## src/rtl/adc_readout_pkg.sv

```systemverilog
package adc_readout_pkg;

  // Strobes from the sequencer to the word datapath
  typedef struct packed {
    logic loadNew;    // copy incoming result into the shifter
    logic loadOld;    // copy stored result into the shifter
    logic latchStore; // capture incoming result into the store
    logic shiftStep;  // advance the shifter by one bit
  } dpCtrl_t;

endpackage

```

## src/rtl/adc_readout_dp.sv

```systemverilog
module adc_readout_dp #(
  parameter int WORD_W = 16
) (
  input  logic                          clk,
  input  logic                          rstN,
  input  adc_readout_pkg::dpCtrl_t      ctrl,
  input  logic                          shiftActive,
  input  logic [WORD_W-1:0]             resultWord,
  output logic                          serialBit
);

  logic [WORD_W-1:0] storeQ;
  logic [WORD_W-1:0] shiftQ;

  always_ff @(posedge clk) begin
    if (!rstN) begin
      storeQ <= '0;
    end else if (ctrl.latchStore) begin
      storeQ <= resultWord;
    end
  end

  always_ff @(posedge clk) begin
    if (!rstN) begin
      shiftQ <= '0;
    end else if (ctrl.loadNew) begin
      shiftQ <= resultWord;
    end else if (ctrl.loadOld) begin
      shiftQ <= storeQ;
    end else if (ctrl.shiftStep) begin
      shiftQ <= {shiftQ[WORD_W-2:0], 1'b0};
    end
  end

  assign serialBit = shiftActive & shiftQ[WORD_W-1];

endmodule

```

## src/rtl/adc_readout_ctrl.sv

```systemverilog
module adc_readout_ctrl #(
  parameter int WORD_W      = 16,
  parameter int CONV_CYCLES = 80,
  parameter int SCLK_HALF   = 2
) (
  input  logic                     clk,
  input  logic                     rstN,
  input  logic                     startPulse,
  input  logic                     extClkSel,
  input  logic                     readMode,
  output adc_readout_pkg::dpCtrl_t ctrl,
  output logic                     shiftActive,
  output logic                     sclkRaw,
  output logic                     busy
);

  localparam int CNT_W = $clog2(CONV_CYCLES + 1);
  localparam int DIV_W = $clog2(SCLK_HALF + 1);
  localparam int BIT_W = $clog2(WORD_W + 1);
  localparam logic [CNT_W-1:0] CONV_LAST = CNT_W'(CONV_CYCLES - 1);
  localparam logic [DIV_W-1:0] DIV_LAST  = DIV_W'(SCLK_HALF - 1);
  localparam logic [BIT_W-1:0] BIT_LAST  = BIT_W'(WORD_W - 1);

  logic             convActQ;
  logic [CNT_W-1:0] convCntQ;
  logic             modeQ;
  logic             masterQ;
  logic             busyQ;
  logic             shiftActQ;
  logic [DIV_W-1:0] divCntQ;
  logic [BIT_W-1:0] bitCntQ;
  logic             sclkQ;

  logic accept, convDone, beginNew, beginOld, halfTick, fallTick, lastFall;

  assign accept   = startPulse & ~busyQ & ~shiftActQ;
  assign convDone = convActQ & (convCntQ == CONV_LAST);
  assign beginNew = convDone & ~modeQ & masterQ;
  assign beginOld = accept & readMode & ~extClkSel;
  assign halfTick = shiftActQ & (divCntQ == DIV_LAST);
  assign fallTick = halfTick & sclkQ;
  assign lastFall = fallTick & (bitCntQ == BIT_LAST);

  always_comb begin
    ctrl.loadNew    = beginNew;
    ctrl.loadOld    = beginOld;
    ctrl.latchStore = convDone;
    ctrl.shiftStep  = fallTick & ~lastFall;
  end

  // conversion timer and latched options
  always_ff @(posedge clk) begin
    if (!rstN) begin
      convActQ <= 1'b0;
      convCntQ <= '0;
      modeQ    <= 1'b0;
      masterQ  <= 1'b0;
    end else if (accept) begin
      convActQ <= 1'b1;
      convCntQ <= '0;
      modeQ    <= readMode;
      masterQ  <= ~extClkSel;
    end else if (convActQ) begin
      if (convDone) convActQ <= 1'b0;
      else          convCntQ <= convCntQ + 1'b1;
    end
  end

  // busy flag
  always_ff @(posedge clk) begin
    if (!rstN) begin
      busyQ <= 1'b0;
    end else if (accept) begin
      busyQ <= 1'b1;
    end else if (convDone && (modeQ || !masterQ)) begin
      busyQ <= 1'b0;
    end else if (lastFall && !modeQ) begin
      busyQ <= 1'b0;
    end
  end

  // serial clock divider and bit counter
  always_ff @(posedge clk) begin
    if (!rstN) begin
      shiftActQ <= 1'b0;
      divCntQ   <= '0;
      bitCntQ   <= '0;
      sclkQ     <= 1'b0;
    end else if (beginNew || beginOld) begin
      shiftActQ <= 1'b1;
      divCntQ   <= '0;
      bitCntQ   <= '0;
      sclkQ     <= 1'b0;
    end else if (shiftActQ) begin
      if (halfTick) begin
        divCntQ <= '0;
        sclkQ   <= ~sclkQ;
        if (fallTick) begin
          if (lastFall) shiftActQ <= 1'b0;
          else          bitCntQ   <= bitCntQ + 1'b1;
        end
      end else begin
        divCntQ <= divCntQ + 1'b1;
      end
    end
  end

  assign shiftActive = shiftActQ;
  assign sclkRaw     = sclkQ;
  assign busy        = busyQ;

endmodule

```

## src/rtl/adc_serial_master.sv

```systemverilog
module adc_serial_master #(
  parameter int WORD_W      = 16,
  parameter int CONV_CYCLES = 80,
  parameter int SCLK_HALF   = 2
) (
  input  logic              clk,
  input  logic              rstN,
  input  logic              startPulse,
  input  logic              extClkSel,
  input  logic              readMode,
  input  logic              invSclk,
  input  logic              invValid,
  input  logic [WORD_W-1:0] resultWord,
  output logic              sclkOut,
  output logic              validOut,
  output logic              sdataOut,
  output logic              busyOut
);

  adc_readout_pkg::dpCtrl_t dpCtrl;
  logic shiftActive;
  logic sclkRaw;

  adc_readout_ctrl #(
    .WORD_W(WORD_W), .CONV_CYCLES(CONV_CYCLES), .SCLK_HALF(SCLK_HALF)
  ) u_ctrl (
    .clk(clk), .rstN(rstN), .startPulse(startPulse), .extClkSel(extClkSel),
    .readMode(readMode), .ctrl(dpCtrl), .shiftActive(shiftActive),
    .sclkRaw(sclkRaw), .busy(busyOut)
  );

  adc_readout_dp #(.WORD_W(WORD_W)) u_dp (
    .clk(clk), .rstN(rstN), .ctrl(dpCtrl), .shiftActive(shiftActive),
    .resultWord(resultWord), .serialBit(sdataOut)
  );

  assign sclkOut  = sclkRaw ^ invSclk;
  assign validOut = shiftActive ^ invValid;

endmodule

```

## config.mk

```make
export PLATFORM = sky130hd
export DESIGN_NAME = adc_serial_master
export DESIGN_NICKNAME = d
export VERILOG_FILES = /design/src/rtl/adc_readout_pkg.sv /design/src/rtl/adc_readout_dp.sv /design/src/rtl/adc_readout_ctrl.sv /design/src/rtl/adc_serial_master.sv
export SDC_FILE = /design/constraint.sdc
export NUM_CORES = 1
export LEC_CHECK = 0
export BUFFER_PORTS_ARGS = -buffer_cell sky130_fd_sc_hd__buf_2
export CAP_MARGIN = 20
export CORE_ASPECT_RATIO = 2
export CORE_MARGIN = 2
export CORE_UTILIZATION = 60
export CTS_BUF_LIST = sky130_fd_sc_hd__clkbuf_2 sky130_fd_sc_hd__clkbuf_4 sky130_fd_sc_hd__clkbuf_8
export CTS_CLUSTER_DIAMETER = 30
export CTS_CLUSTER_SIZE = 14
export DETAILED_ROUTE_END_ITERATION = 10
export HOLD_SLACK_MARGIN = 0.03
export PLACE_DENSITY = 0.81
export SYNTH_ARGS = -nofsm -noshare
export SYNTH_HDL_FRONTEND = slang
export SYNTH_SLANG_ARGS = --single-unit
```

## constraint.sdc

```tcl
create_clock -name clk -period 5.5 [get_ports clk]
set_clock_uncertainty 0.2 [all_clocks]
set_input_delay 1.1 -clock clk [delete_from_list [all_inputs] [get_ports clk]]
set_output_delay 1.1 -clock clk [all_outputs]
set_load 0.02 [all_outputs]
```

==> report_table.html, run 1 <==
<table>
<tr><th>Metric</th><th>Value</th></tr>
<tr><th colspan="2">Run status</th></tr>
<tr><td>Status</td><td>finished clean</td></tr>
<tr><th colspan="2">Power</th></tr>
<tr><td>Net Switching</td><td>157 uW</td></tr>
<tr><td>Relative contribution of the clock network to total power</td><td>32.6%</td></tr>
<tr><td>Combinational fraction of design power</td><td>8.0%</td></tr>
<tr><td>Sequential group share of total power</td><td>59.3%</td></tr>
<tr><td>Internal Power</td><td>493 uW</td></tr>
<tr><td>Sw Share</td><td>24.2%</td></tr>
<tr><td>Worst voltage drop across the vdd grid</td><td>0.163 mV</td></tr>
<tr><td>Static leakage</td><td>0.00104 uW</td></tr>
<tr><td>Power density cells</td><td>240 mW/mm2</td></tr>
<tr><th colspan="2">Detailed routing</th></tr>
<tr><td>Routed vias</td><td>2,065</td></tr>
<tr><td>Remaining antenna violation count</td><td>0</td></tr>
<tr><td>Detailed-router iteration count before antenna repair</td><td>4</td></tr>
<tr><td>Initial drt markers</td><td>46</td></tr>
<tr><td>Total Routed Length</td><td>5180 um</td></tr>
<tr><td>Detail-routed via count per cell</td><td>5.87</td></tr>
<tr><td>Routed wirelength normalized by instance count</td><td>14.7 um</td></tr>
<tr><td>DRC</td><td>0</td></tr>
<tr><th colspan="2">Yosys</th></tr>
<tr><td>Share of the yosys chip area belonging to registers</td><td>41.1%</td></tr>
<tr><td>Number of instances in the synthesized netlist</td><td>282</td></tr>
<tr><td>Count of flip-flops with a built-in enable after synthesis</td><td>0</td></tr>
<tr><td>Commonest cells post-synth</td><td>sky130_fd_sc_hd__dfxtp_1, sky130_fd_sc_hd__nand2_1, sky130_fd_sc_hd__nand3_1</td></tr>
<tr><td>Library cell with the highest instance count after synthesis</td><td>sky130_fd_sc_hd__dfxtp_1</td></tr>
<tr><td>Yosys top cell by area</td><td>sky130_fd_sc_hd__dfxtp_1</td></tr>
<tr><td>Post-synth net total</td><td>308</td></tr>
<tr><td>Number of register bits inferred by synthesis</td><td>52</td></tr>
<tr><td>Mean instance size in the synthesized netlist</td><td>8.99 um2</td></tr>
<tr><td>Combined area of all synthesized cells</td><td>0.00253 mm2</td></tr>
<tr><td>Synth area leaders</td><td>sky130_fd_sc_hd__dfxtp_1, sky130_fd_sc_hd__a32o_1, sky130_fd_sc_hd__nand2_1</td></tr>
<tr><td>Number of distinct library cell variants in the gate-level netlist after synthesis</td><td>47</td></tr>
<tr><td>Yosys top cell area share</td><td>41.1%</td></tr>
<tr><td>Leading register cell type out of synthesis</td><td>sky130_fd_sc_hd__dfxtp_1</td></tr>
<tr><td>Share of flip-flops with an asynchronous set or reset</td><td>0%</td></tr>
<tr><td>Warning count from the yosys run</td><td>0</td></tr>
<tr><th colspan="2">Global route</th></tr>
<tr><td>Wire length of the first global-routing pass</td><td>8910 um</td></tr>
<tr><td>Largest net degree at the start of global routing</td><td>28</td></tr>
<tr><td>Global-route congestion overflow total</td><td>0</td></tr>
<tr><td>Vias in the first global route</td><td>2,062</td></tr>
<tr><td>Global-route usage over all layers</td><td>24.7%</td></tr>
<tr><td>Number of antenna violations at the first check in global routing</td><td>0</td></tr>
<tr><th colspan="2">Clock network</th></tr>
<tr><td>H-tree depth reported by CTS</td><td>2</td></tr>
<tr><td>Resized cells post-CTS</td><td>0</td></tr>
<tr><td>Total CTS buffers</td><td>5</td></tr>
<tr><td>Clk slew on worst S/H paths</td><td>80 ps</td></tr>
<tr><td>Maximum buffer depth of the clock tree</td><td>2</td></tr>
<tr><td>TritonCTS clock tree</td><td>yes</td></tr>
<tr><td>Skew-Pair Late Insertion Delay</td><td>310 ps</td></tr>
<tr><td>Sink count of the clock tree</td><td>52</td></tr>
<tr><td>Clock root cell</td><td>sky130_fd_sc_hd__clkbuf_8</td></tr>
<tr><td>CTS hold repair buffers</td><td>0</td></tr>
<tr><td>Setup Fix Bufs, Post-CTS</td><td>0</td></tr>
<tr><th colspan="2">Timing</th></tr>
<tr><td>RSZ-0062 raised after global routing</td><td>false</td></tr>
<tr><td>Number of pins with negative max-slew slack in the final report</td><td>0</td></tr>
<tr><td>Minimum clock period</td><td>2800 ps</td></tr>
<tr><td>Final critical-path share of the clock period</td><td>50.8%</td></tr>
<tr><td>Max frequency</td><td>358 MHz</td></tr>
<tr><td>Final count of hold timing violations</td><td>0</td></tr>
<tr><td>Number of setup violations in the final report</td><td>0</td></tr>
<tr><td>Worst-margin pin slew</td><td>1060 ps</td></tr>
<tr><td>Max-Slew Margin vs Limit</td><td>29.0%</td></tr>
<tr><td>Setup TNS</td><td>0 ps</td></tr>
<tr><th colspan="2">Setup path</th></tr>
<tr><td>Kind of capture point of the worst setup path</td><td>output pin</td></tr>
<tr><td>Worst path required time</td><td>4200 ps</td></tr>
<tr><td>Register-to-Register Setup Slack</td><td>3140 ps</td></tr>
<tr><td>Critical path startpoint category</td><td>input port</td></tr>
<tr><td>Crit path kind</td><td>input port to output pin</td></tr>
<tr><td>Startpoint of the worst register-to-register path</td><td>u_ctrl.bitCntQ[0]</td></tr>
<tr><td>Start point of the critical path</td><td>invSclk</td></tr>
<tr><td>Setup crit end</td><td>sclkOut</td></tr>
<tr><td>Crit path max fanout</td><td>1</td></tr>
<tr><td>Worst reg2reg endpoint</td><td>u_dp.shiftQ[13]</td></tr>
<tr><td>Worst EP arrival</td><td>1500 ps</td></tr>
<tr><td>Worst R2R Path Depth</td><td>7</td></tr>
<tr><th colspan="2">Final layout</th></tr>
<tr><td>Count of nets after finishing</td><td>326</td></tr>
<tr><td>Cell Count, Final, Fillers Out</td><td>352</td></tr>
<tr><td>Fin util</td><td>66.2%</td></tr>
<tr><td>Number of diodes added for antenna fixing</td><td>0</td></tr>
<tr><td>Relative area change from synthesis to final layout</td><td>6.71%</td></tr>
<tr><td>Fraction of layout instances using a drive strength above 1</td><td>17.7%</td></tr>
<tr><td>FILL cells</td><td>371</td></tr>
<tr><th colspan="2">Floorplan</th></tr>
<tr><td>Starting Density</td><td>62.0%</td></tr>
<tr><td>Top-level I/O count</td><td>27</td></tr>
<tr><td>Die boundary width</td><td>50.0 um</td></tr>
<tr><td>Core area</td><td>0.00409 mm2</td></tr>
<tr><td>Number of core rows</td><td>33</td></tr>
<tr><td>Total Die Area</td><td>0.00479 mm2</td></tr>
<tr><td>Die Span Y</td><td>95.9 um</td></tr>
<tr><th colspan="2">Placement</th></tr>
<tr><td>Cell count after placement</td><td>345</td></tr>
<tr><td>Final HPWL from detailed placement</td><td>3640 um</td></tr>
<tr><td>Count of buffers inserted at the top-level ports</td><td>26</td></tr>
<tr><td>Global placement routability congestion</td><td>0.800</td></tr>
<tr><th colspan="2">Hold path</th></tr>
<tr><td>Hold WC Path Type</td><td>register to register</td></tr>
<tr><th colspan="2">Run</th></tr>
<tr><td>Max-Cap Viols</td><td>0</td></tr>
</table>
-- worst max-delay path, cell delays in order --
cell and delay [ps]:
sky130_fd_sc_hd__buf_2 100, sky130_fd_sc_hd__xor2_1 130, sky130_fd_sc_hd__buf_2 160
-- layer usage --
| metal | wire, um | share of wire (%) | track usage (%) | up-vias |
|---|---|---|---|---|
| met3 | 129 | 2.5 | 3.42 | 16 |
| met4 | 194 | 3.7 | 18.5 | 0 |
| met1 | 2040 | 39 | 23.6 | 971 |
| li1 | - | - | - | 1039 |
| met5 | 0 | 0 | 0 | - |
| met2 | 2820 | 54 | 46.4 | 39 |
-- how the worst min path moves through the flow --
stage | end | slack (ps) | cells past startpoint | start
after floorplan | u_ctrl.divCntQ[1] | 230 | 2 | u_ctrl.divCntQ[1]
after global placement | u_ctrl.divCntQ[1] | 240 | 2 | u_ctrl.divCntQ[1]
after detailed placement | u_dp.shiftQ[6] | 250 | 1 | u_dp.shiftQ[6]
after CTS | u_dp.storeQ[6] | 270 | 2 | u_dp.storeQ[6]
after global routing | u_dp.shiftQ[6] | 280 | 1 | u_dp.shiftQ[6]
final | u_dp.storeQ[6] | 270 | 2 | u_dp.storeQ[6]
-- state kept, by name (all words and copies together), names as in the netlist --
signal,cells
u_ctrl.convCntQ,7
u_ctrl.bitCntQ,5
u_ctrl.divCntQ,2
u_dp.storeQ,16
u_ctrl.masterQ,1
u_ctrl.busy,1
u_ctrl.convActQ,1
u_ctrl.shiftActive,1
u_dp.shiftQ,16
u_ctrl.modeQ,1
u_ctrl.sclkRaw,1
-- final cells by class --
class / instances / area, um2 / area share, %
flip-flops and latches: 52 / 1040 / 38.5
clock inverters: 1 / 5.00 / 0.185
repair buffers: 29 / 153 / 5.64
multi-input cells: 209 / 1350 / 50.0
clock buffers: 6 / 76.3 / 2.82
well taps: 52 / 65.1 / 2.41
inverters: 3 / 11.3 / 0.416
-- per-stage QoR --
step	hold slack (ps)	setup WS, ps	power (uW)	area [um2]
floorplan	226	2750	429	2530
global placement	236	2550	446	2620
detailed placement	250	2500	447	2620
CTS	270	2700	655	2710
global route	279	2670	674	2710
finish	267	2700	650	2710
-- cell families after synthesis --
group	synth area share, %
compound gates	18.9
xor+xnor	3.80
mux	0.790
fa+ha+maj	1.48
flops	41.1
buf+inv	5.53
simple gates	28.5
-- layout by cell type (no fill, tap or decap), types with 2 or more instances in the layout --
master / Yosys / final
sky130_fd_sc_hd__a211oi_1: 2 / 2
sky130_fd_sc_hd__a21boi_0: 19 / 19
sky130_fd_sc_hd__a21oi_1: 3 / 3
sky130_fd_sc_hd__a32o_1: 15 / 15
sky130_fd_sc_hd__and3_1: 2 / 2
sky130_fd_sc_hd__buf_2: 3 / 26
sky130_fd_sc_hd__buf_4: 1 / 3
sky130_fd_sc_hd__clkbuf_8: 0 / 5
sky130_fd_sc_hd__dfxtp_1: 52 / 52
sky130_fd_sc_hd__ha_1: 3 / 3
sky130_fd_sc_hd__inv_1: 3 / 3
sky130_fd_sc_hd__mux2i_1: 2 / 2
sky130_fd_sc_hd__nand2_1: 40 / 40
sky130_fd_sc_hd__nand2b_1: 17 / 17
sky130_fd_sc_hd__nand3_1: 27 / 27
sky130_fd_sc_hd__nand3_2: 8 / 8
sky130_fd_sc_hd__nand4_1: 2 / 2
sky130_fd_sc_hd__nor2_1: 12 / 12
sky130_fd_sc_hd__nor2_2: 2 / 2
sky130_fd_sc_hd__nor3b_2: 2 / 2
sky130_fd_sc_hd__o21ai_0: 18 / 18
sky130_fd_sc_hd__or3_1: 3 / 3
sky130_fd_sc_hd__xnor2_1: 5 / 5
sky130_fd_sc_hd__xor2_1: 6 / 6
-- power by group through the flow --
stage | clock, uW | combinational, uW | sequential (uW)
final | 212 | 52.3 | 386
after global routing | 229 | 57.8 | 387
after CTS | 217 | 52.8 | 386
after detailed placement | 0 | 52.9 | 395
after global placement | 0 | 51.8 | 394
after floorplan | 0 | 35.4 | 393
Note: power is estimated with default switching activity, not from simulation.
==> run 2, diff against run 1 <==
- clock period: 5.5 -> 2.7 ns (I/O delays scaled with it)
==> run 2 against run 1 <==
Net effect: hold slack lost 2.7 ps; wire length grew 5.4%; final cell count grew 2.6%; register-to-register slack lost 2600 ps; combinational power grew 120%; count of clock-buffer cells in the layout shrank 1; critical path depth grew 4; sequential power grew 100%; largest cell class unchanged; largest power group unchanged.
==> report_table.html, run 2 (same netlist as run 1, synthesis figures left out) <==
<table>
<tr><th>Metric</th><th>Value</th></tr>
<tr><th colspan="2">Hold path</th></tr>
<tr><td>Hold WC Path Type</td><td>input port to register</td></tr>
<tr><td>Start point of the worst hold path</td><td>resultWord[12]</td></tr>
<tr><td>Cell depth of the worst hold path</td><td>3</td></tr>
<tr><td>Hold path endpoint</td><td>u_dp.storeQ[12]</td></tr>
<tr><th colspan="2">Setup path</th></tr>
<tr><td>Worst R2R Path Depth</td><td>7</td></tr>
<tr><td>Worst reg2reg endpoint</td><td>u_dp.shiftQ[13]</td></tr>
<tr><td>Register-to-Register Setup Slack</td><td>520 ps</td></tr>
<tr><td>Startpoint of the worst register-to-register path</td><td>u_ctrl.bitCntQ[0]</td></tr>
<tr><td>Worst EP arrival</td><td>2200 ps</td></tr>
<tr><td>Kind of capture point of the worst setup path</td><td>register</td></tr>
<tr><td>Crit path max fanout</td><td>15</td></tr>
<tr><td>Crit path kind</td><td>register to register</td></tr>
<tr><td>Critical path startpoint category</td><td>register</td></tr>
<tr><td>Worst path required time</td><td>2720 ps</td></tr>
<tr><th colspan="2">Floorplan</th></tr>
<tr><td>Die Span Y</td><td>95.9 um</td></tr>
<tr><td>Number of core rows</td><td>33</td></tr>
<tr><td>Starting Density</td><td>62.0%</td></tr>
<tr><td>Total Die Area</td><td>0.00479 mm2</td></tr>
<tr><td>Die boundary width</td><td>50.0 um</td></tr>
<tr><td>Top-level I/O count</td><td>27</td></tr>
<tr><td>Core area</td><td>0.00409 mm2</td></tr>
<tr><th colspan="2">Final layout</th></tr>
<tr><td>Area of the multi-input gates</td><td>0.00135 mm2</td></tr>
<tr><td>Area of all sequential standard cells</td><td>0.00104 mm2</td></tr>
<tr><td>Fin util</td><td>67.9%</td></tr>
<tr><td>Largest regs</td><td>u_dp.shiftQ x16, u_dp.storeQ x16, u_ctrl.convCntQ x7</td></tr>
<tr><td>Count of nets after finishing</td><td>334</td></tr>
<tr><td>Fraction of layout instances using a drive strength above 1</td><td>20.1%</td></tr>
<tr><td>Relative area change from synthesis to final layout</td><td>9.48%</td></tr>
<tr><td>Number of diodes added for antenna fixing</td><td>0</td></tr>
<tr><td>Most frequent cells in the layout</td><td>sky130_fd_sc_hd__dfxtp_1, sky130_fd_sc_hd__nand2_1, sky130_fd_sc_hd__nand3_1</td></tr>
<tr><td>Most common cell after layout, fill and taps aside</td><td>sky130_fd_sc_hd__dfxtp_1</td></tr>
<tr><td>FILL cells</td><td>363</td></tr>
<tr><th colspan="2">Clock network</th></tr>
<tr><td>Clk slew on worst S/H paths</td><td>100 ps</td></tr>
<tr><td>Setup Fix Bufs, Post-CTS</td><td>0</td></tr>
<tr><td>CTS hold repair buffers</td><td>0</td></tr>
<tr><td>H-tree depth reported by CTS</td><td>2</td></tr>
<tr><td>TritonCTS clock tree</td><td>yes</td></tr>
<tr><td>Total CTS buffers</td><td>5</td></tr>
<tr><td>Resized cells post-CTS</td><td>0</td></tr>
<tr><td>Maximum buffer depth of the clock tree</td><td>2</td></tr>
<tr><td>Skew-Pair Late Insertion Delay</td><td>310 ps</td></tr>
<tr><td>Sink count of the clock tree</td><td>52</td></tr>
<tr><td>Clock root cell</td><td>sky130_fd_sc_hd__clkbuf_8</td></tr>
<tr><th colspan="2">Detailed routing</th></tr>
<tr><td>DRC</td><td>0</td></tr>
<tr><td>Routed vias</td><td>2,155</td></tr>
<tr><td>Detail-routed via count per cell</td><td>5.97</td></tr>
<tr><td>Remaining antenna violation count</td><td>0</td></tr>
<tr><td>Total Routed Length</td><td>5460 um</td></tr>
<tr><td>Detailed-router iteration count before antenna repair</td><td>6</td></tr>
<tr><td>Routed wirelength normalized by instance count</td><td>15.1 um</td></tr>
<tr><td>Initial drt markers</td><td>78</td></tr>
<tr><th colspan="2">Timing</th></tr>
<tr><td>Setup TNS</td><td>0 ps</td></tr>
<tr><td>Number of pins with negative max-slew slack in the final report</td><td>0</td></tr>
<tr><td>Final count of hold timing violations</td><td>0</td></tr>
<tr><td>Final critical-path share of the clock period</td><td>80.6%</td></tr>
<tr><td>Max-Slew Margin vs Limit</td><td>60.1%</td></tr>
<tr><td>RSZ-0062 raised after global routing</td><td>false</td></tr>
<tr><td>Worst Hold Margin</td><td>264 ps</td></tr>
<tr><td>Worst-margin pin slew</td><td>596 ps</td></tr>
<tr><td>Number of setup violations in the final report</td><td>0</td></tr>
<tr><td>Minimum clock period</td><td>2180 ps</td></tr>
<tr><td>Max frequency</td><td>460 MHz</td></tr>
<tr><th colspan="2">Power</th></tr>
<tr><td>Worst voltage drop across the vdd grid</td><td>0.442 mV</td></tr>
<tr><td>Power density cells</td><td>491 mW/mm2</td></tr>
<tr><td>Static leakage</td><td>0.00108 uW</td></tr>
<tr><td>Post-layout total power</td><td>1360 uW</td></tr>
<tr><th colspan="2">Global route</th></tr>
<tr><td>Wire length of the first global-routing pass</td><td>9200 um</td></tr>
<tr><td>Vias in the first global route</td><td>2,016</td></tr>
<tr><td>Largest net degree at the start of global routing</td><td>21</td></tr>
<tr><td>Global-route usage over all layers</td><td>25.0%</td></tr>
<tr><td>Global-route congestion overflow total</td><td>0</td></tr>
<tr><td>Number of antenna violations at the first check in global routing</td><td>0</td></tr>
<tr><th colspan="2">Run status</th></tr>
<tr><td>Status</td><td>finished clean</td></tr>
<tr><th colspan="2">Run</th></tr>
<tr><td>Max-Cap Viols</td><td>0</td></tr>
<tr><th colspan="2">Placement</th></tr>
<tr><td>Global placement routability congestion</td><td>0.865</td></tr>
<tr><td>Count of buffers inserted at the top-level ports</td><td>26</td></tr>
<tr><td>Final HPWL from detailed placement</td><td>3840 um</td></tr>
</table>
[run 2: changes by cell type in the layout (fill, tap and decap cells not counted), sizes merged]
| cell | before | now |
|---|---|---|
| buf | 29 | 37 |
| clkbuf | 6 | 5 |
| clkinv | 1 | 2 |
| inv | 3 | 4 |
[run 2: how the worst max path moves through the flow]
stage	end	cells past startpoint	from	slack, ps
6_report	u_dp.shiftQ[13]	7	u_ctrl.bitCntQ[0]	520
3_3_place_gp	u_dp.shiftQ[8]	5	readMode	460
2_1_floorplan	u_dp.shiftQ[10]	7	u_ctrl.bitCntQ[0]	510
4_1_cts	u_dp.shiftQ[13]	7	u_ctrl.bitCntQ[0]	520
3_5_place_dp	u_dp.shiftQ[11]	5	readMode	500
5_1_grt	u_dp.shiftQ[15]	6	u_ctrl.convCntQ[0]	400
[run 2: worst max-delay path, cell delays in order, from the launching register on]
cell	delay (ps)
sky130_fd_sc_hd__dfxtp_1	390
sky130_fd_sc_hd__ha_1	180
sky130_fd_sc_hd__and3_1	160
sky130_fd_sc_hd__ha_1	270
sky130_fd_sc_hd__nor3b_2	90
sky130_fd_sc_hd__buf_4	170
sky130_fd_sc_hd__o31a_4	370
sky130_fd_sc_hd__a32o_1	260
[run 2: final cells by class]
cell class | instances | share of cell area (%)
Tap cell | 52 | 2.34
Sequential cell | 52 | 37.5
Inverter | 3 | 0.406
Clock buffer | 5 | 2.48
Clock inverter | 3 | 0.812
Timing Repair Buffer | 37 | 7.66
Multi-Input combinational cell | 209 | 48.8
[run 2: per-layer routing]
| layer | up-vias | global-route usage [%] | wire [um] |
|---|---|---|---|
| li1 | 1054 | - | - |
| met1 | 1032 | 27.5 | 2180 |
| met5 | - | 0 | 0 |
| met2 | 53 | 45.8 | 2910 |
| met4 | 0 | 13.2 | 200 |
| met3 | 16 | 2.95 | 175 |
[run 2: stage by stage]
step                      std cells  instance area, um2  worst slack, ps
after global placement          352                2680              460
after detailed placement        352                2680              497
after floorplan                 282                2530              506
after CTS                       360                2770              523
after global routing            361                2780              396
final                           361                2780              525
[run 2: report_power, final]
group          switching [uW]  internal (uW)
clock                     274            186
sequential               9.89            776
combinational            68.4           47.5
total                     352           1010
